[src/rtl/tdm_pkg.sv]
package tdm_pkg;
  // bit-clock edge events that happen at the current system clock edge
  typedef struct packed {
    logic fall;
    logic rise;
  } bclk_evt_t;
endpackage

[src/rtl/tdm_clkgen.sv]
module tdm_clkgen
  import tdm_pkg::*;
#(
  parameter int DIV_W = 8,
  parameter int IDX_W = 8
) (
  input  logic             clk,
  input  logic             rst,
  input  logic [DIV_W-1:0] half_div,
  output logic             bclk,
  output logic             lrclk,
  output logic [IDX_W-1:0] bit_idx,
  output logic [IDX_W-1:0] nxt_idx,
  output bclk_evt_t        evt
);
  logic [DIV_W-1:0] div_cnt;
  logic             hit;

  assign hit      = (div_cnt >= half_div);
  assign evt.fall = hit & bclk;
  assign evt.rise = hit & ~bclk;
  assign nxt_idx  = bit_idx + 1'b1;

  always_ff @(posedge clk) begin
    if (rst) begin
      div_cnt <= '0;
      bclk    <= 1'b1;
      lrclk   <= 1'b0;
      bit_idx <= '1;
    end else if (hit) begin
      div_cnt <= '0;
      bclk    <= ~bclk;
      if (bclk) begin
        bit_idx <= nxt_idx;
        lrclk   <= nxt_idx[IDX_W-1];
      end
    end else begin
      div_cnt <= div_cnt + 1'b1;
    end
  end
endmodule

[src/rtl/tdm_tx.sv]
module tdm_tx #(
  parameter int SAMPLE_W = 24,
  parameter int SLOT_W   = 32,
  parameter int SLOTS    = 8,
  parameter int IDX_W    = 8
) (
  input  logic                      clk,
  input  logic                      rst,
  input  logic                      fall,
  input  logic [IDX_W-1:0]          nxt_idx,
  input  logic [SAMPLE_W*SLOTS-1:0] tx_data,
  output logic                      sdout
);
  localparam int FRAME_BITS = SLOT_W * SLOTS;
  localparam int PAD        = SLOT_W - SAMPLE_W;

  logic [FRAME_BITS-1:0] fmt;
  logic [FRAME_BITS-1:0] sh;
  logic                  start;

  // lay out the whole frame: slot 0 first, sample MSB first, then pad zeros
  for (genvar s = 0; s < SLOTS; s++) begin : g_slot
    if (PAD > 0) begin : g_pad
      assign fmt[FRAME_BITS-1-s*SLOT_W -: SLOT_W] =
        {tx_data[s*SAMPLE_W +: SAMPLE_W], {PAD{1'b0}}};
    end else begin : g_nopad
      assign fmt[FRAME_BITS-1-s*SLOT_W -: SLOT_W] = tx_data[s*SAMPLE_W +: SAMPLE_W];
    end
  end

  assign start = fall && (nxt_idx == '0);

  always_ff @(posedge clk) begin
    if (rst) begin
      sh    <= '0;
      sdout <= 1'b0;
    end else if (fall) begin
      if (start) begin
        sdout <= fmt[FRAME_BITS-1];
        sh    <= {fmt[FRAME_BITS-2:0], 1'b0};
      end else begin
        sdout <= sh[FRAME_BITS-1];
        sh    <= {sh[FRAME_BITS-2:0], 1'b0};
      end
    end
  end
endmodule

[src/rtl/tdm_rx.sv]
module tdm_rx #(
  parameter int SAMPLE_W = 24,
  parameter int SLOT_W   = 32,
  parameter int SLOTS    = 8,
  parameter int IDX_W    = 8
) (
  input  logic                      clk,
  input  logic                      rst,
  input  logic                      rise,
  input  logic [IDX_W-1:0]          bit_idx,
  input  logic                      sdin,
  output logic [SAMPLE_W*SLOTS-1:0] rx_data,
  output logic                      rx_valid
);
  localparam int POS_W = $clog2(SLOT_W);
  localparam int SEL_W = IDX_W - POS_W;
  localparam logic [POS_W-1:0] LAST_POS = POS_W'(SAMPLE_W - 1);

  logic [SEL_W-1:0]          slot;
  logic [POS_W-1:0]          pos;
  logic                      in_sample;
  logic                      last_bit;
  logic                      frame_end;
  logic [SAMPLE_W-2:0]       acc;
  logic [SAMPLE_W-1:0]       hold [SLOTS];
  logic [SAMPLE_W*SLOTS-1:0] flat;

  assign slot      = bit_idx[IDX_W-1:POS_W];
  assign pos       = bit_idx[POS_W-1:0];
  assign in_sample = (pos <= LAST_POS);
  assign last_bit  = (pos == LAST_POS);
  assign frame_end = rise && (bit_idx == '1);

  // per-slot sample store, written once per slot, no reset (RAM-friendly)
  always_ff @(posedge clk) begin
    if (rise && last_bit) hold[slot] <= {acc, sdin};
  end

  for (genvar s = 0; s < SLOTS; s++) begin : g_flat
    assign flat[s*SAMPLE_W +: SAMPLE_W] = hold[s];
  end

  always_ff @(posedge clk) begin
    if (rst) begin
      acc      <= '0;
      rx_data  <= '0;
      rx_valid <= 1'b0;
    end else begin
      rx_valid <= frame_end;
      if (rise && in_sample) acc <= {acc[SAMPLE_W-3:0], sdin};
      if (frame_end) rx_data <= flat;
    end
  end
endmodule

[src/rtl/tdm_packed_port.sv]
module tdm_packed_port
  import tdm_pkg::*;
#(
  parameter int SAMPLE_W = 24,
  parameter int SLOT_W   = 32,
  parameter int SLOTS    = 8,
  parameter int DIV_W    = 8
) (
  input  logic                      clk,
  input  logic                      rst,
  input  logic [DIV_W-1:0]          half_div,
  input  logic [SAMPLE_W*SLOTS-1:0] tx_data,
  input  logic                      sdin,
  output logic                      bclk,
  output logic                      lrclk,
  output logic                      sdout,
  output logic [SAMPLE_W*SLOTS-1:0] rx_data,
  output logic                      rx_valid
);
  localparam int IDX_W = $clog2(SLOT_W * SLOTS);

  bclk_evt_t        evt;
  logic [IDX_W-1:0] bit_idx;
  logic [IDX_W-1:0] nxt_idx;

  tdm_clkgen #(.DIV_W(DIV_W), .IDX_W(IDX_W)) u_clkgen (
    .clk(clk), .rst(rst), .half_div(half_div), .bclk(bclk), .lrclk(lrclk),
    .bit_idx(bit_idx), .nxt_idx(nxt_idx), .evt(evt)
  );

  tdm_tx #(.SAMPLE_W(SAMPLE_W), .SLOT_W(SLOT_W), .SLOTS(SLOTS), .IDX_W(IDX_W)) u_tx (
    .clk(clk), .rst(rst), .fall(evt.fall), .nxt_idx(nxt_idx),
    .tx_data(tx_data), .sdout(sdout)
  );

  tdm_rx #(.SAMPLE_W(SAMPLE_W), .SLOT_W(SLOT_W), .SLOTS(SLOTS), .IDX_W(IDX_W)) u_rx (
    .clk(clk), .rst(rst), .rise(evt.rise), .bit_idx(bit_idx), .sdin(sdin),
    .rx_data(rx_data), .rx_valid(rx_valid)
  );
endmodule

[config.mk]
export PLATFORM = sky130hd
export DESIGN_NAME = tdm_packed_port
export DESIGN_NICKNAME = d
export VERILOG_FILES = /design/src/rtl/tdm_pkg.sv /design/src/rtl/tdm_clkgen.sv /design/src/rtl/tdm_tx.sv /design/src/rtl/tdm_rx.sv /design/src/rtl/tdm_packed_port.sv
export SDC_FILE = /design/constraint.sdc
export NUM_CORES = 1
export LEC_CHECK = 0
export BUFFER_PORTS_ARGS = -buffer_cell sky130_fd_sc_hd__buf_2
export CAP_MARGIN = 25
export CORE_MARGIN = 2
export CORE_UTILIZATION = 31
export CTS_CLUSTER_DIAMETER = 80
export DETAILED_ROUTE_END_ITERATION = 7
export GPL_ROUTABILITY_DRIVEN = 0
export PLACE_DENSITY = 0.56
export SLEW_MARGIN = 20
export SYNTH_ARGS = -nofsm -noshare
export SYNTH_HDL_FRONTEND = slang
export SYNTH_SLANG_ARGS = --single-unit
[constraint.sdc]
create_clock -name clk -period 6.6 [get_ports clk]
set_input_delay 0.66 -clock clk [delete_from_list [all_inputs] [get_ports clk]]
set_output_delay 0.66 -clock clk [all_outputs]
set_load 0.01 [all_outputs]
### Yosys cells after proc, flatten, opt, wreduce, memory -nomap -nowiden

Memory sizes are Yosys's and may differ from the RTL's. A register that Yosys moved wholly into a read port is not among the register bits.
Cells that the tools add are included.

| cells by class | value |
|---|---|
| $add $sub $neg | 2 |
| $mul | 0 |
| divide/modulo/power cells | 0 |
| magnitude comparators | 2 |
| equal/unequal tests | 2 |
| shift operators | 0 |
| mux-type cells | 4 |
| bitwise logic cells | 3 |
| reductions and logical operators | 7 |

Operators by type and width:

| kind | count |
|---|---|
| $mux W256 | 1 |
| $add A8 B1 Y8 const B | 2 |
| $eq A8 B8 Y1 const B | 1 |
| $ge A8 B8 Y1 | 1 |
| $logic_not A8 Y1 | 1 |
| $eq A5 B5 Y1 const B | 1 |
| $le A5 B5 Y1 const B | 1 |
| $logic_and A1 B1 Y1 | 4 |
| $mux W1 | 3 |
| $and A1 B1 Y1 | 2 |
| $reduce_and A2 Y1 | 1 |
| $reduce_or A2 Y1 | 1 |
| $not A1 Y1 | 1 |

| storage, ports and cells | value |
|---|---|
| flip-flop bits (word level) | 299 |
| latch bits | 0 |
| memory bits (writable) | 192 |
| bits in read-only memories | 0 |
| output and inout bits | 196 |
| word-level logic and storage cells | 29 |
| memories kept | 1 |

Memories:

| name | depth | bits a word | read ports | clocked after Yosys merged registers in | write ports | RTL line | source |
|---|---|---|---|---|---|---|---|
| u_rx.hold | 8 | 24 | 8 | 8 | 1 | tdm_rx.sv:25 | `logic [SAMPLE_W-1:0] hold [SLOTS];` |

### Logic depth before layout (Yosys ltp)

| logic depth | value |
|---|---|
| word-level depth | 5 |
| mapped depth | 10 |
| gate-level depth less buffers | 7 |

### Modules after synthesis

A second synthesis with hierarchy kept.

| unflattened totals | value |
|---|---|
| cell total of the unflattened synthesis | 2642 |
| area, all modules | 27809.2 um2 |

Modules (own cells, without submodules):

| module | instances | cells an instance | area each (um2) |
|---|---|---|---|
| tdm_rx | 1 | 1145 | 15247.1 |
| tdm_tx | 1 | 1367 | 11437.2 |
| tdm_clkgen | 1 | 130 | 1124.8 |

### Worst setup path before layout

OpenSTA, ideal clock, no wires.

| timing path | value |
|---|---|
| kind | input-to-reg |
| start point | input port half_div[7] |
| end point | memory u_rx.hold[0][0], enable pin |
| setup time | 435 ps |
| data arrival time | 3185 ps |
| setup slack | 2980 ps |
| cell stages on the path | 7 |
| cells stage by stage | inv_1 -> ha_1 -> nand2_1 -> o21ai_1 -> a31o_2 -> nand3_1 -> nor3_1 |

| between the ends | value |
|---|---|
| cells in the longest elaborated chain, start to end | 5 |

Ends and longest elaborated chain:

| element | RTL line | source |
|---|---|---|
| start, declared | tdm_packed_port.sv:11 | `input logic [DIV_W-1:0] half_div,` |
| $ge A8 B8 Y1 | tdm_clkgen.sv:19 | `assign hit = (div_cnt >= half_div);` |
| $and A1 B1 Y1 | tdm_clkgen.sv:21 | `assign evt.rise = hit & ~bclk;` |
| $logic_and A1 B1 Y1 | tdm_rx.sv:36 | `if (rise && last_bit) hold[slot] <= {acc, sdin};` |
| $mux W1 | tdm_rx.sv:36 |  |
| $mux W1 (not written as such) | tdm_rx.sv:36 |  |
| end, declared | tdm_rx.sv:25 |  |

No other way between the ends.

### Final worst setup path

| timing path | value |
|---|---|
| start point | register u_clkgen.div_cnt[0] |
| end point | register u_tx.sh[213] |

| between the ends | value |
|---|---|
| cells in the longest elaborated chain, start to end | 4 |

Ends and longest elaborated chain:

| element | RTL line | source |
|---|---|---|
| start, declared | tdm_clkgen.sv:16 | `logic [DIV_W-1:0] div_cnt;` |
| start signal, assigned | tdm_clkgen.sv:38 | `div_cnt <= div_cnt + 1'b1;` |
| $ge A8 B8 Y1 (*) | tdm_clkgen.sv:19 |  |
| $and A1 B1 Y1 (*) | tdm_clkgen.sv:20 | `assign evt.fall = hit & bclk;` |
| $logic_and A1 B1 Y1 | tdm_tx.sv:31 | `assign start = fall && (nxt_idx == '0);` |
| $mux W256 | tdm_tx.sv:38 | `if (start) begin` |
| end signal, assigned | tdm_tx.sv:40 | `sh <= {fmt[FRAME_BITS-2:0], 1'b0};` |
| end signal, assigned | tdm_tx.sv:43 | `sh <= {sh[FRAME_BITS-2:0], 1'b0};` |
| end, declared | tdm_tx.sv:18 | `logic [FRAME_BITS-1:0] sh;` |

Every way passes the cells marked *; elsewhere a longest branch is shown, timed or not.
A chain may end at the register's enable or synchronous reset.

==> summary.md <==
| Metric | Value |
|---|---|
| Status | completed |
| Post-synthesis cell area | 0.02626 mm^2 |
| Drt total wl | 73240 um |
| Total grt overflow | 0 |
| CP Class | reg -> reg |
| Die Area | 0.08704 mm^2 |
| Multiplexer area fraction after synthesis | 0.08196 |
| Via-to-Cell Ratio | 5.013 |
| Site Rows | 106 |
| RR Startpoint | u_clkgen.div_cnt[0] |
| Met2 wire len | 33030 um |
| Proportion of layout cells with a drive suffix above 1 | 0.1929 |
| Fin Setup TNS | 0 ps |
| Post-Synth Adder-Cell Area | 0.005242 |
| Syn Inst Count | 2628 |
| Power Dens Cells | 287.4 mW/mm^2 |
| P_leak | 0.01156 uW |
| Vias | 20390 |
| Final ANT Viol Nets | 0 |
| Syn nets | 2842 |
| Startpoint Class | flop |
| Crit path capture | u_tx.sh[213] |
| Initial core utilization | 0.3132 |
| Htree depth | 3 |
| First-pass GRT wire length | 112200 um |
| Ys flop type | dfxtp_1 |
| Slew Limit Fails | 0 |
| Synth Area in XOR/XNOR | 0.002669 |
| Avg Cell Area, Syn | 9.991 um^2 |
| Wire length on met1 | 34040 um |
| PortBufs | 398 |
| DRT Pass-1 Iters | 5 |
| CTS Buf Count | 76 |
| Compound-Gate Fraction of Synth Area | 0.1384 |
| Arr. time, crit path | 3770 ps |
| Routed len/inst | 18.00 um |
| Post-synthesis async set-or-reset flop share | 0 |
| WP data required | 7100 ps |
| CTS tree | done |
| Post-synth top area share | 0.3675 |
| Highest metal used | met5 |
| Area delta synth->final | 20.55% |
| Area share of and/or/nand/nor cells after synthesis | 0.1408 |
| Worst reg2reg setup slack | 3330 ps |
| Clk_lat worst skew | 610 ps |
| Slew headroom | 0.2098 |
| Most frequent cells in the layout | dfxtp_1 (482), nand2_1 (473), buf_2 (398), mux2i_1 (215), o21ai_0 (207) |
| RSZ-0062 raised after global routing | no |
| Setup Viol. Count Final | 0 |
| Synthesized flop and latch total | 674 |
| Die width | 295.0 um |
| Nets | 3079 |
| Hold_buf cts | 0 |
| Largest family of logic cells by synthesized area | simple AND/OR/NAND/NOR gates |
| Core ar. | 0.08382 mm^2 |
| Fin crit share | 0.4959 |
| Terminus of the critical flop-to-flop path | u_tx.sh[213] |
| Fmax | 305.6 MHz |
| R2R depth | 8 |
| Max Fanout on Critical Path | 145 |
| 1st-iter DRT viols | 1303 |
| Dominant cell type by area after synthesis | dfxtp_1 |
| Clock Sinks | 674 |
| Initial antenna violation count | 14 |
| Met3 WL | 4678 um |
| Worst setup path startpoint | u_clkgen.div_cnt[0] |
| Clock skew | 45.46 ps |
| Vert. Die Dim | 295.0 um |
| Post-layout min period | 3273 ps |
| Setup Buffers After CTS | 0 |
| Hold Fails Final Rpt | 0 |
| Number of max-cap violations | 0 |
| Synth warn | 0 |
| Root buf cell | clkbuf_16 |
| Post-detail-place hpwl | 41260 um |
| Resize count post-CTS | 0 |
| Commonest non-fill, non-tap cell in the layout | dfxtp_1 |
| EDFF count, synth | 192 |
| Slew @ Worst Pin | 1185 ps |
| CTS Buffer Depth | 3 |
| Vias in the first global route | 18870 |
| I/O pins | 399 |
| Peak supply drop | 0.1753 mV |
| Yosys cell types | 43 |
| DRC Markers | 0 |
| Worst Setup End Kind | flop |
| Pin count of the biggest net entering global routing | 248 |
| Post-synthesis sequential area ratio | 0.5871 |
| Hold_ws | 307.9 ps |
| Reg clk slew, reported paths | 60 ps |
| Worst min path class | in -> reg |
| Synth top area cells | dfxtp_1 (37%), edfxtp_1 (22%), mux2i_1 (8.2%), nand2_1 (6.8%), o21ai_0 (3.9%) |
| Total track usage | 0.1621 |
==> registers in the layout, indices dropped and copies added (netlist names) <==
register,cells
u_tx.sh,247
u_clkgen.bit_idx,8
u_clkgen.lrclk,1
u_rx.hold,192
u_tx.sdout,1
rx_data,192
u_clkgen.div_cnt,8
u_rx.rx_valid,1
u_rx.acc,23
u_clkgen.bclk,1
==> where the power goes <==
group	leakage (uW)	internal (uW)	switching (uW)
clock	0.00127	2500	1810
sequential	0.00599	4250	11.7
combinational	0.00430	129	389
==> kinds of logic (layout without fill, tap and decap cells) <==
group,Yosys count,in the layout
fa+ha+maj,11,11
xor+xnor,8,8
mux,215,215
simple gates,826,826
other cells,0,5
compound gates,615,615
buf+inv,279,580
flops,674,674
==> Yosys cell counts (11+ instances only) <==
master    count
nor3_1      100
a21oi_1      61
nand2_1     473
nor2_1       19
buf_1        21
inv_1        12
o211ai_1     57
nor4_1       98
mux2i_1     215
a211oi_1    100
a31oi_1      93
o21ai_1      87
clkbuf_1    175
dfxtp_1     482
nand3_1     109
buf_2        64
o21ai_0     207
edfxtp_1    192
ha_1         11
==> cell type report <==
class	count	area, um^2
Antenna cell	5	12.51
Timing Repair Buffer	425	2347
Clock buffer	104	2128
Fill cell	8459	52170
Tap cell	1134	1419
Inverter	13	56.30
Multi-Input combinational cell	1675	9817
Clock inverter	38	456.7
Sequential cell	674	15410
==> worst min path at each step <==
stage | slack [ps] | start | cells past startpoint | end
after global routing | 270 | tx_data[115] | 3 | u_tx.sh[124]
final | 310 | tx_data[77] | 3 | u_tx.sh[142]
after CTS | 250 | tx_data[115] | 3 | u_tx.sh[124]
after global placement | 440 | rx_data[160] | 2 | rx_data[160]
after detailed placement | 440 | rx_data[158] | 2 | rx_data[158]
after floorplan | 430 | u_tx.sh[9] | 2 | u_tx.sh[9]
==> routing by layer <==
metal  track usage  up-vias
met2        0.2557      543
met3       0.04097      113
li1              -     9999
met5             0        -
met1        0.2222     9716
met4       0.03925       22
==> worst max-delay path: stages, from the launching register on <==
cell and delay [ps]:
dfxtp_1 450, inv_1 70, ha_1 270, nand2b_1 140, a2111o_1 480, a32oi_4 720
buf_12 480, a211oi_1 100, nor3_1 230
==> metrics by stage <==
step	std cells	total power (uW)	cell area (um^2)	utilization	setup WS, ps
final	4068	9095	31650	0.3776	3327
after CTS	4061	9212	31580	0.3768	3350
after global placement	3919	4868	29000	0.3460	3172
after detailed placement	3919	4865	29000	0.3460	3118
after floorplan	2628	4697	26260	-	2980
after global routing	4065	9428	31640	0.3775	3071
(Power assumes the default switching activity.)
